### src/rtl/ring_pkg.sv
package ring_pkg;

    localparam int CMD_W       = 3;
    localparam int CMD_EXCL    = 0;
    localparam int CMD_REQ     = 1;
    localparam int CMD_SEL     = 2;

    typedef enum logic [1:0] {
        SEQ_IDLE    = 2'd0,
        SEQ_ARMED   = 2'd1,
        SEQ_CHECK   = 2'd2,
        SEQ_TRIPPED = 2'd3
    } seq_state_e;

endpackage

### src/rtl/ring_cmd_reg.sv
module ring_cmd_reg
    import ring_pkg::*;
(
    input  logic             clk,
    input  logic             rst_n,
    input  logic             cmd_we,
    input  logic [CMD_W-1:0] cmd_data,
    output logic             ring_mode,
    output logic             ring_req
);

    typedef struct packed {
        logic [CMD_W-1:0] cmd;
    } cmd_reg_t;

    cmd_reg_t r_d, r_q;

    always_comb begin
        r_d = r_q;
        if (cmd_we) begin
            r_d.cmd = cmd_data;
        end
    end

    always_ff @(posedge clk or negedge rst_n) begin
        if (!rst_n) begin
            r_q <= '0;
        end else begin
            r_q <= r_d;
        end
    end

    assign ring_mode = r_q.cmd[CMD_SEL] & ~r_q.cmd[CMD_EXCL];
    assign ring_req  = ring_mode & r_q.cmd[CMD_REQ];


    mode_decode_chk: assert property (@(posedge clk) disable iff (!rst_n)
        cmd_we |=> (ring_mode == ($past(cmd_data[CMD_SEL]) & ~$past(cmd_data[CMD_EXCL]))));


    req_needs_mode_chk: assert property (@(posedge clk) disable iff (!rst_n)
        ring_req |-> ring_mode);

endmodule

### src/rtl/ring_trip_fsm.sv
module ring_trip_fsm
    import ring_pkg::*;
#(
    parameter int ZC_PER_WINDOW = 4
)(
    input  logic       clk,
    input  logic       rst_n,
    input  logic       cmd_we,
    input  logic       ring_req,
    input  logic       zc_pulse,
    input  logic       loop_closed,
    output seq_state_e state,
    output logic       suppress,
    output logic       trip_flag
);

    localparam int CNT_W = $clog2(ZC_PER_WINDOW + 1);
    localparam logic [CNT_W-1:0] CNT_LAST = CNT_W'(ZC_PER_WINDOW - 1);
    localparam logic [CNT_W-1:0] CNT_LIM  = CNT_W'(ZC_PER_WINDOW);

    typedef struct packed {
        seq_state_e       st;
        logic [CNT_W-1:0] cnt;
        logic             flag;
    } fsm_t;

    fsm_t s_d, s_q;

    always_comb begin
        s_d = s_q;
        if (cmd_we) begin
            s_d.st   = SEQ_IDLE;
            s_d.cnt  = '0;
            s_d.flag = 1'b0;
        end else begin
            unique case (s_q.st)
                SEQ_IDLE: begin
                    if (ring_req) s_d.st = SEQ_ARMED;
                end
                SEQ_ARMED: begin
                    if (!ring_req) begin
                        s_d.st = SEQ_IDLE;
                    end else if (loop_closed) begin
                        s_d.st  = SEQ_CHECK;
                        s_d.cnt = '0;
                    end
                end
                SEQ_CHECK: begin
                    if (!loop_closed) begin
                        s_d.st  = SEQ_ARMED;
                        s_d.cnt = '0;
                    end else if (zc_pulse) begin
                        if (s_q.cnt == CNT_LAST) begin
                            s_d.st   = SEQ_TRIPPED;
                            s_d.cnt  = '0;
                            s_d.flag = 1'b1;
                        end else begin
                            s_d.cnt = s_q.cnt + 1'b1;
                        end
                    end
                end
                SEQ_TRIPPED: begin
                    s_d.st = SEQ_TRIPPED;
                end
                default: s_d.st = SEQ_IDLE;
            endcase
        end
    end

    always_ff @(posedge clk or negedge rst_n) begin
        if (!rst_n) begin
            s_q <= '{st: SEQ_IDLE, cnt: '0, flag: 1'b0};
        end else begin
            s_q <= s_d;
        end
    end

    assign state     = s_q.st;
    assign suppress  = (s_q.st == SEQ_CHECK) || (s_q.st == SEQ_TRIPPED);
    assign trip_flag = s_q.flag;


    flag_rise_chk: assert property (@(posedge clk) disable iff (!rst_n)
        $rose(trip_flag) |-> ($past(s_q.st == SEQ_CHECK) && $past(zc_pulse) && $past(loop_closed)));


    window_bound_chk: assert property (@(posedge clk) disable iff (!rst_n)
        s_q.cnt < CNT_LIM);


    abort_resume_chk: assert property (@(posedge clk) disable iff (!rst_n)
        (s_q.st == SEQ_CHECK && !loop_closed && !cmd_we) |=> (s_q.st == SEQ_ARMED && !trip_flag));


    tripped_hold_chk: assert property (@(posedge clk) disable iff (!rst_n)
        (s_q.st == SEQ_TRIPPED && !cmd_we) |=> (s_q.st == SEQ_TRIPPED && trip_flag));


    flag_clear_chk: assert property (@(posedge clk) disable iff (!rst_n)
        cmd_we |=> (!trip_flag && s_q.st == SEQ_IDLE));

endmodule

### src/rtl/ring_gate.sv
module ring_gate (
    input  logic clk,
    input  logic rst_n,
    input  logic ring_req,
    input  logic suppress,
    input  logic zc_pulse,
    output logic ring_en
);

    typedef struct packed {
        logic en;
    } gate_t;

    gate_t g_d, g_q;

    always_comb begin
        g_d = g_q;
        if (suppress) begin
            g_d.en = 1'b0;
        end else if (zc_pulse) begin
            g_d.en = ring_req;
        end
    end

    always_ff @(posedge clk or negedge rst_n) begin
        if (!rst_n) begin
            g_q <= '0;
        end else begin
            g_q <= g_d;
        end
    end

    assign ring_en = g_q.en;


    start_on_zc_chk: assert property (@(posedge clk) disable iff (!rst_n)
        $rose(ring_en) |-> $past(zc_pulse));


    stop_on_zc_chk: assert property (@(posedge clk) disable iff (!rst_n)
        $fell(ring_en) |-> ($past(zc_pulse) || $past(suppress)));

endmodule

### src/rtl/ring_cadence_seq.sv
module ring_cadence_seq
    import ring_pkg::*;
#(
    parameter int ZC_PER_WINDOW = 4
)(
    input  logic             clk,
    input  logic             rst_n,
    input  logic             cmd_we,
    input  logic [CMD_W-1:0] cmd_data,
    input  logic             zc_pulse,
    input  logic             loop_closed,
    output logic             ring_en,
    output logic             ring_mode,
    output logic             trip_flag
);

    logic       ring_req;
    logic       suppress;
    seq_state_e seq_state;

    ring_cmd_reg i_cmd (
        .clk       (clk),
        .rst_n     (rst_n),
        .cmd_we    (cmd_we),
        .cmd_data  (cmd_data),
        .ring_mode (ring_mode),
        .ring_req  (ring_req)
    );

    ring_trip_fsm #(
        .ZC_PER_WINDOW (ZC_PER_WINDOW)
    ) i_fsm (
        .clk         (clk),
        .rst_n       (rst_n),
        .cmd_we      (cmd_we),
        .ring_req    (ring_req),
        .zc_pulse    (zc_pulse),
        .loop_closed (loop_closed),
        .state       (seq_state),
        .suppress    (suppress),
        .trip_flag   (trip_flag)
    );

    ring_gate i_gate (
        .clk      (clk),
        .rst_n    (rst_n),
        .ring_req (ring_req),
        .suppress (suppress),
        .zc_pulse (zc_pulse),
        .ring_en  (ring_en)
    );


    closure_cuts_ring_chk: assert property (@(posedge clk) disable iff (!rst_n)
        (seq_state == SEQ_ARMED && loop_closed && !cmd_we) |=> ##1 (!ring_en && ring_mode));


    tripped_silent_chk: assert property (@(posedge clk) disable iff (!rst_n)
        (seq_state == SEQ_TRIPPED) |=> (seq_state != SEQ_TRIPPED || !ring_en));

endmodule

### config.mk
export PLATFORM = sky130hd
export DESIGN_NAME = ring_cadence_seq
export DESIGN_NICKNAME = d
export VERILOG_FILES = /design/src/rtl/ring_pkg.sv /design/src/rtl/ring_cmd_reg.sv /design/src/rtl/ring_trip_fsm.sv /design/src/rtl/ring_gate.sv /design/src/rtl/ring_cadence_seq.sv
export SDC_FILE = /design/constraint.sdc
export NUM_CORES = 1
export LEC_CHECK = 0
export BUFFER_PORTS_ARGS = -buffer_cell sky130_fd_sc_hd__buf_4
export CORE_AREA = 4 4 41 43
export CTS_CLUSTER_DIAMETER = 200
export DETAILED_ROUTE_END_ITERATION = 12
export DIE_AREA = 0 0 45 47
export GPL_ROUTABILITY_DRIVEN = 0
export REMOVE_ABC_BUFFERS = 1
export SLEW_MARGIN = 15
export SYNTH_ARGS = -nofsm -noshare
export SYNTH_HDL_FRONTEND = slang
export SYNTH_SLANG_ARGS = --single-unit
### constraint.sdc
create_clock -name clk -period 3.05 [get_ports clk]
set_input_delay 0.4575 -clock clk [delete_from_list [all_inputs] [get_ports clk]]
set_output_delay 0.4575 -clock clk [all_outputs]
set_load 0.05 [all_outputs]
### Word-level counts from Yosys, hierarchy flattened

Cells that the tools add are included.

| storage, ports and cells | value |
|---|---|
| register bits after elaboration | 10 |
| bits in latches | 0 |
| RAM bits | 0 |
| memory bits (read-only) | 0 |
| output and inout port bits | 3 |
| memories kept | 0 |

| operators by class | value |
|---|---|
| add/subtract/negate cells | 1 |
| $mul | 0 |
| div/mod/pow operators | 0 |
| magnitude comparators | 0 |
| eq/ne operators | 10 |
| shift operators | 0 |
| muxes and demuxes | 16 |
| bitwise operators | 3 |
| reduce and logical (&&, ||, !) cells | 11 |

Operators by type and width:

| cell | count |
|---|---|
| 2-to-1 mux 6 bit | 2 |
| AND reduction 4 bit | 3 |
| 2-to-1 mux 5 bit | 2 |
| nonzero test 2 bit | 5 |
| != test 4 bit, second input constant | 2 |
| one-hot mux 2 bit (4 select lines) | 1 |
| 2-to-1 mux 2 bit | 3 |
| 2-to-1 mux 3 bit | 2 |
| != test 3 x 2 -> 1 bit, second input constant | 2 |
| one-hot mux 3 bit (2 select lines) | 1 |
| 2-to-1 mux 1 bit | 5 |
| == test 2 bit, second input constant | 2 |
| != test 4 x 3 -> 1 bit, second input constant | 1 |
| adder 3 x 1 -> 3 bit, second input constant | 1 |
| == test 3 x 2 -> 1 bit, second input constant | 1 |
| != test 3 bit, second input constant | 1 |
| nonzero test 3 bit | 1 |
| AND 1 bit | 2 |
| == test 2 x 1 -> 1 bit, second input constant | 1 |
| zero test 2 bit | 1 |
| logical OR 1 bit | 1 |
| NOT 1 bit | 1 |

### Depth between registers and ports, before layout

Gate-level depths: netlist of the first run.

| depth | value |
|---|---|
| depth in word-level cells | 6 |
| depth in mapped cells | 4 |
| gate-level depth less buffers | 4 |

### Modules after synthesis

Synthesis of the first run repeated with hierarchy kept, for this count alone.

| unflattened totals | value |
|---|---|
| cell total of the unflattened synthesis | 45 |
| area total of the unflattened synthesis | 498.0 µm² |

Modules (own cells, without submodules):

| module | times used | cells each | area each (µm²) | seq. area each (µm²) |
|---|---|---|---|---|
| ring_trip_fsm | 1 | 34 | 335.3 | 150.1 |
| ring_cmd_reg | 1 | 8 | 123.9 | 75.1 |
| ring_gate | 1 | 3 | 38.8 | 25.0 |

### Worst setup path after synthesis of the first run

OpenSTA, ideal clock, no wires.

| timing | value |
|---|---|
| kind | register -> output |
| from | register i_cmd.r_q[0] (netlist bit) |
| to | output ring_mode |
| arrival | 1.064 ns |
| required time | 2.592 ns |
| slack | 1.529 ns |
| stages on the path, launching flop included | 2 |
| path buffers | 0 |
| cell sequence | dfrtp_1 nor2b_1 |

| on the way | value |
|---|---|
| word-level cells in the longest chain between the ends | 2 |

Ends and longest elaborated chain:

| what | line | RTL |
|---|---|---|
| start: declaration | ring_cmd_reg.sv:16 | `cmd_reg_t r_d, r_q;` |
| start signal: assignment | ring_cmd_reg.sv:29 | `r_q <= r_d;` |
| NOT 1 bit | ring_cmd_reg.sv:33 | `assign ring_mode = r_q.cmd[CMD_SEL] & ~r_q.cmd[CMD_EXCL];` |
| AND 1 bit | ring_cmd_reg.sv:33 |  |
| end: declaration | ring_cadence_seq.sv:13 | `output logic ring_mode,` |

No other way between the ends.

### Worst setup path after layout of the first run

| timing | value |
|---|---|
| from | register i_cmd.r_q[2] (netlist bit) |
| to | register i_fsm.s_q[1] (netlist bit) |

| on the way | value |
|---|---|
| word-level cells in the longest chain between the ends | 4 |

Ends and longest elaborated chain:

| what | line | RTL |
|---|---|---|
| AND 1 bit | ring_cmd_reg.sv:33 |  |
| AND 1 bit | ring_cmd_reg.sv:34 | `assign ring_req = ring_mode & r_q.cmd[CMD_REQ];` |
| != test 3 x 2 -> 1 bit (no line) | - |  |
| AND reduction 4 bit (no line) | - |  |
| end signal: assignment | ring_trip_fsm.sv:72 | `s_q <= '{st: SEQ_IDLE, cnt: '0, flag: 1'b0};` |
| end: declaration | ring_trip_fsm.sv:27 | `fsm_t s_d, s_q;` |

No other way between the ends.
A chain may end at the register's enable or synchronous reset.

==> results of run 1 <==
==> cell families (layout without fill, tap and decap cells) <==
group	count (synthesis)	in the layout	share of synthesized area [%]
adders and majority gates	1	1	2.652
DFF	10	10	53.05
AOI/OAI and AO/OA	7	7	9.813
buffers and inverters	1	14	0.7950
muxes	6	6	14.06
and+or+nand+nor	15	15	19.63
==> critical path, delay by kind of cell, from the launching register on <==
| kind | cells | cell delay [ns] |
|---|---|---|
| mux | 1 | 0.33 |
| compound gates | 1 | 0.38 |
| flops | 1 | 0.39 |
| simple gates | 1 | 0.21 |
==> registers in the layout, indices dropped and copies added (netlist names) <==
| signal | count |
|---|---|
| i_fsm.state | 2 |
| i_cmd.r_q | 3 |
| i_fsm.trip_flag | 1 |
| i_gate.ring_en | 1 |
| i_fsm.s_q | 3 |
==> metal layers <==
layer	share of wire (%)	vias up	track usage [%]	wire length, microns
met5	0	-	0	0
li1	-	176	-	-
met1	47	169	10.82	417
met4	1.9	0	6.433	17
met2	45	9	16.10	404
met3	6.0	3	5.747	54
==> stage by stage <==
step / hold slack, ns / util (%) / cell area (sq um) / instances
2_1_floorplan: 0.1619 / - / 467.9 / 39
3_3_place_gp: 0.2941 / 43.17 / 561.8 / 64
3_5_place_dp: 0.2951 / 43.17 / 561.8 / 64
4_1_cts: 0.01036 / 44.90 / 584.3 / 67
5_1_grt: 0.4166 / 45.67 / 594.3 / 68
6_report: 0.4245 / 45.67 / 594.3 / 68
==> layout by cell type, fill, tap and decap left out <==
cell	count
nor4b_1	1
nand3b_1	1
a41oi_1	1
nand2b_1	1
dlygate4sd3_1	1
mux2_2	3
or3_1	1
nand3_1	1
nor2_1	2
a21boi_0	1
mux2i_1	1
nor3_1	1
mux2_1	2
o21ai_0	1
nand2_1	1
nor4_1	1
a21oi_1	3
a221o_1	1
clkbuf_4	3
nor2b_1	3
ha_1	1
and3b_1	2
buf_4	10
dfrtp_1	10
==> cell type report <==
| class | instances | area, sq um | area share, % |
|---|---|---|---|
| Sequential cell | 10 | 250.2 | 42.11 |
| Multi-Input combinational cell | 29 | 217.7 | 36.63 |
| Timing Repair Buffer | 11 | 85.08 | 14.32 |
| Clock buffer | 3 | 22.52 | 3.789 |
| Tap cell | 15 | 18.77 | 3.158 |
==> how the worst max path moves through the flow <==
stage	from	endpoint	slack, ns	cells after the start
2_1_floorplan	i_cmd.r_q[0]$_DFFE_PN0P_	ring_mode	1.53	1
5_1_grt	i_cmd.r_q[2]$_DFFE_PN0P_	ring_mode	1.54	2
6_report	i_cmd.r_q[2]$_DFFE_PN0P_	i_fsm.s_q[1]$_DFFE_PN0P_	1.62	3
3_5_place_dp	zc_pulse	i_fsm.s_q[1]$_DFFE_PN0P_	1.49	4
4_1_cts	i_cmd.r_q[2]$_DFFE_PN0P_	ring_mode	1.61	2
3_3_place_gp	zc_pulse	i_fsm.s_q[2]$_DFFE_PN0P_	1.51	4
==> power breakdown <==
| group | internal (uW) | switching (uW) | total, uW |
|---|---|---|---|
| Combinational | 18.0 | 21.8 | 39.8 |
| Clock | 45.4 | 41.6 | 87.0 |
| Sequential | 139 | 3.81 | 142 |
==> results.yml, run 1 <==
status:
  status: "completed"
detailed_routing:
  drc_errors: 0
  wl_per_cell_microns: 13.13
  drtIter0Drc: 0
  drtPass1Iterations: 1
  drt-vias-per-instance: 5.250
  drtAntennaViolNets: 0
  wl_microns: 893
  via_count: 357
cells_and_area:
  fillers: 135
  area_growth_pct: 25.99
  antennaDiodeCount: 0
  fin_nets: 64
  drive_gt1_share_pct: 30.19
logic_synthesis:
  synth_area_leaders: "dfrtp_1 (53%), mux2_2 (7.2%), mux2_1 (4.8%)"
  synth-edff-count: 0
  synthFlopType: "dfrtp_1"
  yosysTopAreaCellShare_pct: 53.05
  syn_inst: 40
  ys_seq_elements: 10
  synth-seq-area-share_pct: 53.05
  avgSynthCellArea_sq_um: 11.79
  syn_area_sq_um: 471.7
  yosysWarnings: 0
  synthTopCellsByCount: "dfrtp_1 (10), a21oi_1 (3), mux2_2 (3), nor2b_1 (3)"
  synth.most_common_cell: "dfrtp_1"
  async_flop_share_pct: 100.0
  yosysTopAreaCell: "dfrtp_1"
  yosysUniqueCellTypes: 22
clock_tree:
  cts-root-buf: "clkbuf_4"
  numCtsBuffers: 3
  postCtsSetupBuffers: 0
  htree_num_levels: 1
  clk_latency_ns: 0.26
  clockBufferDepth: 2
  cts_hold_buf: 0
  cts_tree: "yes"
  post_cts_resized: 0
  cts.clk_slew.worst_paths_ns: 0.06
  cts_num_sinks: 10
power_and_ir_drop:
  peakVddDrop_mv: 0.1644
  total_power_uw: 269.2
  power_density_nw_per_um2: 453.0
  power.leakage_uw: 0.0002881
timing:
  setup_slack_ns: 1.622
  hold_viol_final: 0
  max_freq_ghz: 0.7005
  fin_crit_ns: 1.428
  max-slew-margin-rel_pct: 80.33
  fin_crit_sh_pct: 46.80
  finalSetupViolations: 0
  slew_viol_final: 0
  fin_skew_ns: 0.003277
  setup-tns-final_ns: 0
  worst_slew_pin_slew_ns: 0.2944
  rsz0062_at_grt: "false"
die:
  dieHeight_microns: 47
  initial_core_util_pct: 36.25
  io_pins: 11
  coreArea_sq_um: 1301
  dieWidth_microns: 45
  std_cell_rows: 13
  die_area_sq_um: 2115
grt:
  antenna_found_initial: 0
  grt_pass1_vias: 376
  track_usage_pct: 10.31
  grt_pass1_wl_microns: 1462
  grt_max_degree: 11
  grt_overflow: 0
worst_setup_path:
  cp-start-kind: "flip-flop"
  r2r_slack_ns: 1.62
  arrival_ns: 1.57
  crit_required_ns: 3.19
  r2r-end: "i_fsm.s_q[1]$_DFFE_PN0P_"
  worstRegToRegCells: 3
  end_kind: "flip-flop"
  cp_cell_sequence: "and3b_1, a221o_1, mux2_1"
  crit_path_top_delay_cell: "dfrtp_1"
  cpPeakStageDelay_ns: 0.39
  crit_type: "flip-flop to flip-flop"
  r2r-start: "i_cmd.r_q[2]$_DFFE_PN0P_"
  crit_fanout: 4
min_path:
  min-delay-start: "cmd_data[2]"
  hp-class: "primary input to flip-flop"
  min_path_cells: 2
  hold-path-endpoint: "i_cmd.r_q[2]$_DFFE_PN0P_"
placement:
  detailed_place_hpwl_microns: 666
  port_buffers: 10
  place_ws_ns: 1.492
job:
  drv_cap: 0
(Power assumes the default switching activity.)
==> inputs of run 2 (changes only) <==
==> constraint.sdc (replaced) <==
create_clock -name clk -period 1.4 [get_ports clk]
set_input_delay 0.21 -clock clk [delete_from_list [all_inputs] [get_ports clk]]
set_output_delay 0.21 -clock clk [all_outputs]
set_load 0.05 [all_outputs]
==> run 2 against run 1 <==
Final area increased by 4.8%. Critical path depth stayed put. Total power up 120%. Clock power grew 120%. Global-route usage decreased by 0.69 points. Sequential power is 120% higher. First-iteration DRC count is 11 higher. Clock skew decreased by 0.0026 ns. Sequential share of layout area fell by 1.9 points. Via count up 2.2%.
==> results.yml, run 2 (synthesized netlist as in run 1, its figures left out) <==
status:
  status: "completed"
timing:
  hold_viol_final: 0
  slew_viol_final: 0
  worst_slew_pin_slew_ns: 0.3020
  fin_skew_ns: 0.0007056
  rsz0062_at_grt: "true"
  finalSetupViolations: 0
  fin_crit_sh_pct: 99.98
  setup-tns-final_ns: 0
  max-slew-margin-rel_pct: 79.83
  max_freq_ghz: 0.7144
  fin_crit_ns: 1.400
  hold_slack_ns: 0.1787
worst_setup_path:
  crit_type: "flip-flop to flip-flop"
  cp_cell_sequence: "and3b_1, a221o_1, mux2_4"
  r2r-end: "i_fsm.s_q[2]$_DFFE_PN0P_"
  r2r-start: "i_fsm.state[0]$_DFFE_PN0P_"
  cp-start-kind: "flip-flop"
  end_kind: "flip-flop"
  worstRegToRegCells: 3
  crit_fanout: 6
  cpPeakStageDelay_ns: 0.42
  arrival_ns: 1.54
  crit_path_top_delay_cell: "dfrtp_1"
  crit_required_ns: 1.54
  critPathBufInv: 0
  r2r_slack_ns: 0.0002
  cp_top_family: "flip-flops"
cells_and_area:
  post_layout_nonfiller_instances: 70
  most-common-layout-cells: "buf_4 (12), dfrtp_1 (10)"
  mostFrequentLayoutCell: "buf_4"
  area_growth_pct: 32.10
  fin_nets: 66
  antennaDiodeCount: 0
  drive_gt1_share_pct: 38.18
min_path:
  min_path_cells: 2
  hp-class: "primary input to flip-flop"
  min-delay-start: "cmd_data[0]"
  hold-path-endpoint: "i_cmd.r_q[0]$_DFFE_PN0P_"
detailed_routing:
  wl_per_cell_microns: 12.71
  drtIter0Drc: 11
  drtPass1Iterations: 4
  drt-vias-per-instance: 5.214
  drc_errors: 0
  via_count: 365
  wl_microns: 890
  drtAntennaViolNets: 0
power_and_ir_drop:
  power.leakage_uw: 0.0003012
  peakVddDrop_mv: 0.6429
  total_power_uw: 592.3
  power_density_nw_per_um2: 950.6
die:
  dieHeight_microns: 47
  std_cell_rows: 13
  die_area_sq_um: 2115
  io_pins: 11
  dieWidth_microns: 45
  coreArea_sq_um: 1301
  initial_core_util_pct: 36.25
grt:
  grt_pass1_vias: 370
  grt_max_degree: 11
  track_usage_pct: 9.623
  antenna_found_initial: 0
  grt_pass1_wl_microns: 1483
  grt_overflow: 0
clock_tree:
  clk_latency_ns: 0.26
  cts-root-buf: "clkbuf_4"
  cts_num_sinks: 10
  htree_num_levels: 1
  cts_tree: "yes"
  numCtsBuffers: 3
  clockBufferDepth: 2
  postCtsSetupBuffers: 0
  cts.clk_slew.worst_paths_ns: 0.06
placement:
  place_inst: 66
  port_buffers: 10
job:
  drv_cap: 0
[run 2: per-stage QoR]
stage | setup slack [ns] | util (%) | cell area, sq um
2_1_floorplan | 0.06508 | - | 467.9
3_3_place_gp | 0.02919 | 44.33 | 576.8
3_5_place_dp | 0.02330 | 44.33 | 576.8
4_1_cts | 0.01525 | 46.83 | 609.3
5_1_grt | -0.03305 | 47.88 | 623.1
6_report | 0.0002334 | 47.88 | 623.1
[run 2: worst max-delay path by stage]
stage / startpoint / endpoint / slack (ns) / cells after the start
4_1_cts: i_fsm.state[0]$_DFFE_PN0P_ / i_fsm.s_q[1]$_DFFE_PN0P_ / 0.02 / 3
2_1_floorplan: i_cmd.r_q[1]$_DFFE_PN0P_ / i_fsm.s_q[1]$_DFFE_PN0P_ / 0.07 / 3
3_5_place_dp: i_fsm.state[0]$_DFFE_PN0P_ / i_fsm.s_q[1]$_DFFE_PN0P_ / 0.02 / 3
6_report: i_fsm.state[0]$_DFFE_PN0P_ / i_fsm.s_q[2]$_DFFE_PN0P_ / 0.0002 / 3
3_3_place_gp: i_fsm.state[0]$_DFFE_PN0P_ / i_fsm.s_q[2]$_DFFE_PN0P_ / 0.03 / 3
5_1_grt: i_fsm.state[0]$_DFFE_PN0P_ / i_fsm.s_q[1]$_DFFE_PN0P_ / -0.03 / 3
[run 2: area by class of cell]
cell class | count | area [sq um]
tap | 15 | 18.77
multi-input combinational | 29 | 231.5
sequential | 10 | 250.2
timing repair buffer | 13 | 100.1
fill | 128 | 678.2
clock buffer | 3 | 22.52
[run 2: timing repair]
action,4_1_cts,5_1_grt
endpoints found under the hold margin,10,0
gates resized for setup,0,3
hold buffers,1,0
endpoints found under the setup margin,0,2
[run 2: report_power, final]
part / internal (uW) / total (uW) / switching (uW)
sequential: 302 / 310 / 7.92
clock: 99.1 / 191 / 92.1
combinational: 42.3 / 91.4 / 49.1
total: 443 / 592 / 149
[run 2: per-layer routing]
layer	vias up	wire [microns]	GRT usage, %
li1	182	-	-
met5	-	0	0
met2	9	447	14.97
met4	0	10	3.509
met3	2	46	3.448
met1	172	386	12.35
==> inputs of run 3 (changes only) <==
--- a/config.mk
+++ b/config.mk
@@ -11,7 +11,6 @@
 export DETAILED_ROUTE_END_ITERATION = 12
 export DIE_AREA = 0 0 45 47
 export GPL_ROUTABILITY_DRIVEN = 0
-export REMOVE_ABC_BUFFERS = 1
 export SLEW_MARGIN = 15
 export SYNTH_ARGS = -nofsm -noshare
 export SYNTH_HDL_FRONTEND = slang
==> run 3 against run 2 <==
Global-route usage shrank 0.18 points. Routed wire length shrank 0.79%. Count of clock-buffer cells in the layout stayed put. Total power shrank 0.95%. Sequential share of layout area rose by 0.66 points. Sequential power barely moved. Hold slack gained 0.012 ns. Combinational power about the same. Utilization is 0.77 points lower. Fmax rose by 0.40%. Largest power group unchanged. Clock power is 3% lower. Setup slack improved by 0.0056 ns. Critical path type unchanged.
==> results.yml, run 3 (synthesized netlist as in run 1, its figures left out) <==
cells_and_area:
  antennaDiodeCount: 0
  post_layout_nonfiller_instances: 70
  most-common-layout-cells: "buf_4 (12), dfrtp_1 (10)"
  fin_nets: 66
  drive_gt1_share_pct: 34.55
  mostFrequentLayoutCell: "buf_4"
  area_growth_pct: 29.97
timing:
  finalSetupViolations: 0
  hold_viol_final: 0
  max_freq_ghz: 0.7173
  fin_skew_ns: 0.002252
  worst_slew_pin_slew_ns: 0.2742
  max-slew-margin-rel_pct: 81.68
  fin_crit_sh_pct: 99.58
  slew_viol_final: 0
  fin_crit_ns: 1.394
  setup-tns-final_ns: 0
  rsz0062_at_grt: "true"
  setup_slack_ns: 0.005841
status:
  status: "completed"
power_and_ir_drop:
  power_density_nw_per_um2: 957.0
  total_power_uw: 586.7
  peakVddDrop_mv: 0.5777
  power.leakage_uw: 0.0003000
clock_tree:
  cts.clk_slew.worst_paths_ns: 0.06
  cts-root-buf: "clkbuf_4"
  clockBufferDepth: 2
  htree_num_levels: 1
  cts_num_sinks: 10
  clk_latency_ns: 0.25
  postCtsSetupBuffers: 0
  cts_tree: "yes"
  numCtsBuffers: 3
placement:
  place_ws_ns: 0.02302
  place_inst: 66
  port_buffers: 10
  detailed_place_hpwl_microns: 658.2
detailed_routing:
  drt-vias-per-instance: 5.171
  wl_microns: 883
  wl_per_cell_microns: 12.61
  drtIter0Drc: 8
  drtAntennaViolNets: 0
  via_count: 362
  drtPass1Iterations: 3
  drc_errors: 0
worst_setup_path:
  cp-start-kind: "flip-flop"
  end_kind: "flip-flop"
  crit_required_ns: 1.54
  arrival_ns: 1.53
  crit_fanout: 6
  r2r_slack_ns: 0.006
  crit_type: "flip-flop to flip-flop"
die:
  dieHeight_microns: 47
  initial_core_util_pct: 36.25
  coreArea_sq_um: 1301
  io_pins: 11
  std_cell_rows: 13
  die_area_sq_um: 2115
  dieWidth_microns: 45
logic_synthesis:
  syn_nets: 49
grt:
  grt_max_degree: 11
  track_usage_pct: 9.440
  grt_overflow: 0
  grt_pass1_wl_microns: 1414
  antenna_found_initial: 0
  grt_pass1_vias: 346
min_path:
  hp-class: "primary input to flip-flop"
job:
  drv_cap: 0
## run 3: cell type report
type / instances / area [sq um]
multi-input cells: 29 / 221.5
repair buffers: 13 / 100.1
flip-flops and latches: 10 / 250.2
fillers: 130 / 688.2
well taps: 15 / 18.77
clock buffers: 3 / 22.52
## run 3: report_power, final
| group | leakage (uW) | total, uW | internal [uW] | switching, uW |
|---|---|---|---|---|
| Combinational | 0.000154 | 91.2 | 42.2 | 49.0 |
| Sequential | 0.000132 | 310 | 302 | 7.92 |
| Clock | 0.0000138 | 186 | 98.7 | 87.0 |
## run 3: path summary, 6_finish.rpt
check,from,endpoint,cells after the start
setup / recovery,i_fsm.state[0]$_DFFE_PN0P_,i_fsm.s_q[1]$_DFFE_PN0P_,3
hold / removal,cmd_data[0],i_cmd.r_q[0]$_DFFE_PN0P_,2
setup reg to reg,i_fsm.state[0]$_DFFE_PN0P_,i_fsm.s_q[1]$_DFFE_PN0P_,3
hold reg to reg,i_cmd.r_q[1]$_DFFE_PN0P_,i_cmd.r_q[1]$_DFFE_PN0P_,1
max in group asynchronous,rst_n,i_fsm.s_q[3]$_DFFE_PN0P_,2
min in group asynchronous,rst_n,i_fsm.state[1]$_DFFE_PN0P_,2
## run 3: critical path, stage by stage (launching register included)
cell,delay [ns]
dfrtp_1,0.42
and3b_1,0.20
a221o_1,0.34
mux2_1,0.32
## run 3: per-stage QoR
step                hold slack (ns)  util [%]  instance area [sq um]
finish                       0.1910     47.12                  613.1
global route                 0.1778     47.12                  613.1
CTS                          0.1798     46.83                  609.3
detailed placement          0.04590     44.33                  576.8
global placement            0.04593     44.33                  576.8
floorplan                  -0.08559         -                  471.7
## run 3: what timing repair did
item | CTS | global route
endpoints found under the setup margin | 0 | 2
resized for setup | 0 | 1
hold buffers | 1 | 0
hold endpoints to repair | 10 | 0
## run 3: routing by layer
layer | wire length, microns | GRT usage, % | vias to the layer above
li1 | - | - | 181
met1 | 391 | 10.61 | 175
met2 | 445 | 16.10 | 6
met3 | 46 | 3.831 | 0
met4 | 0 | 3.509 | 0
met5 | 0 | 0 | -
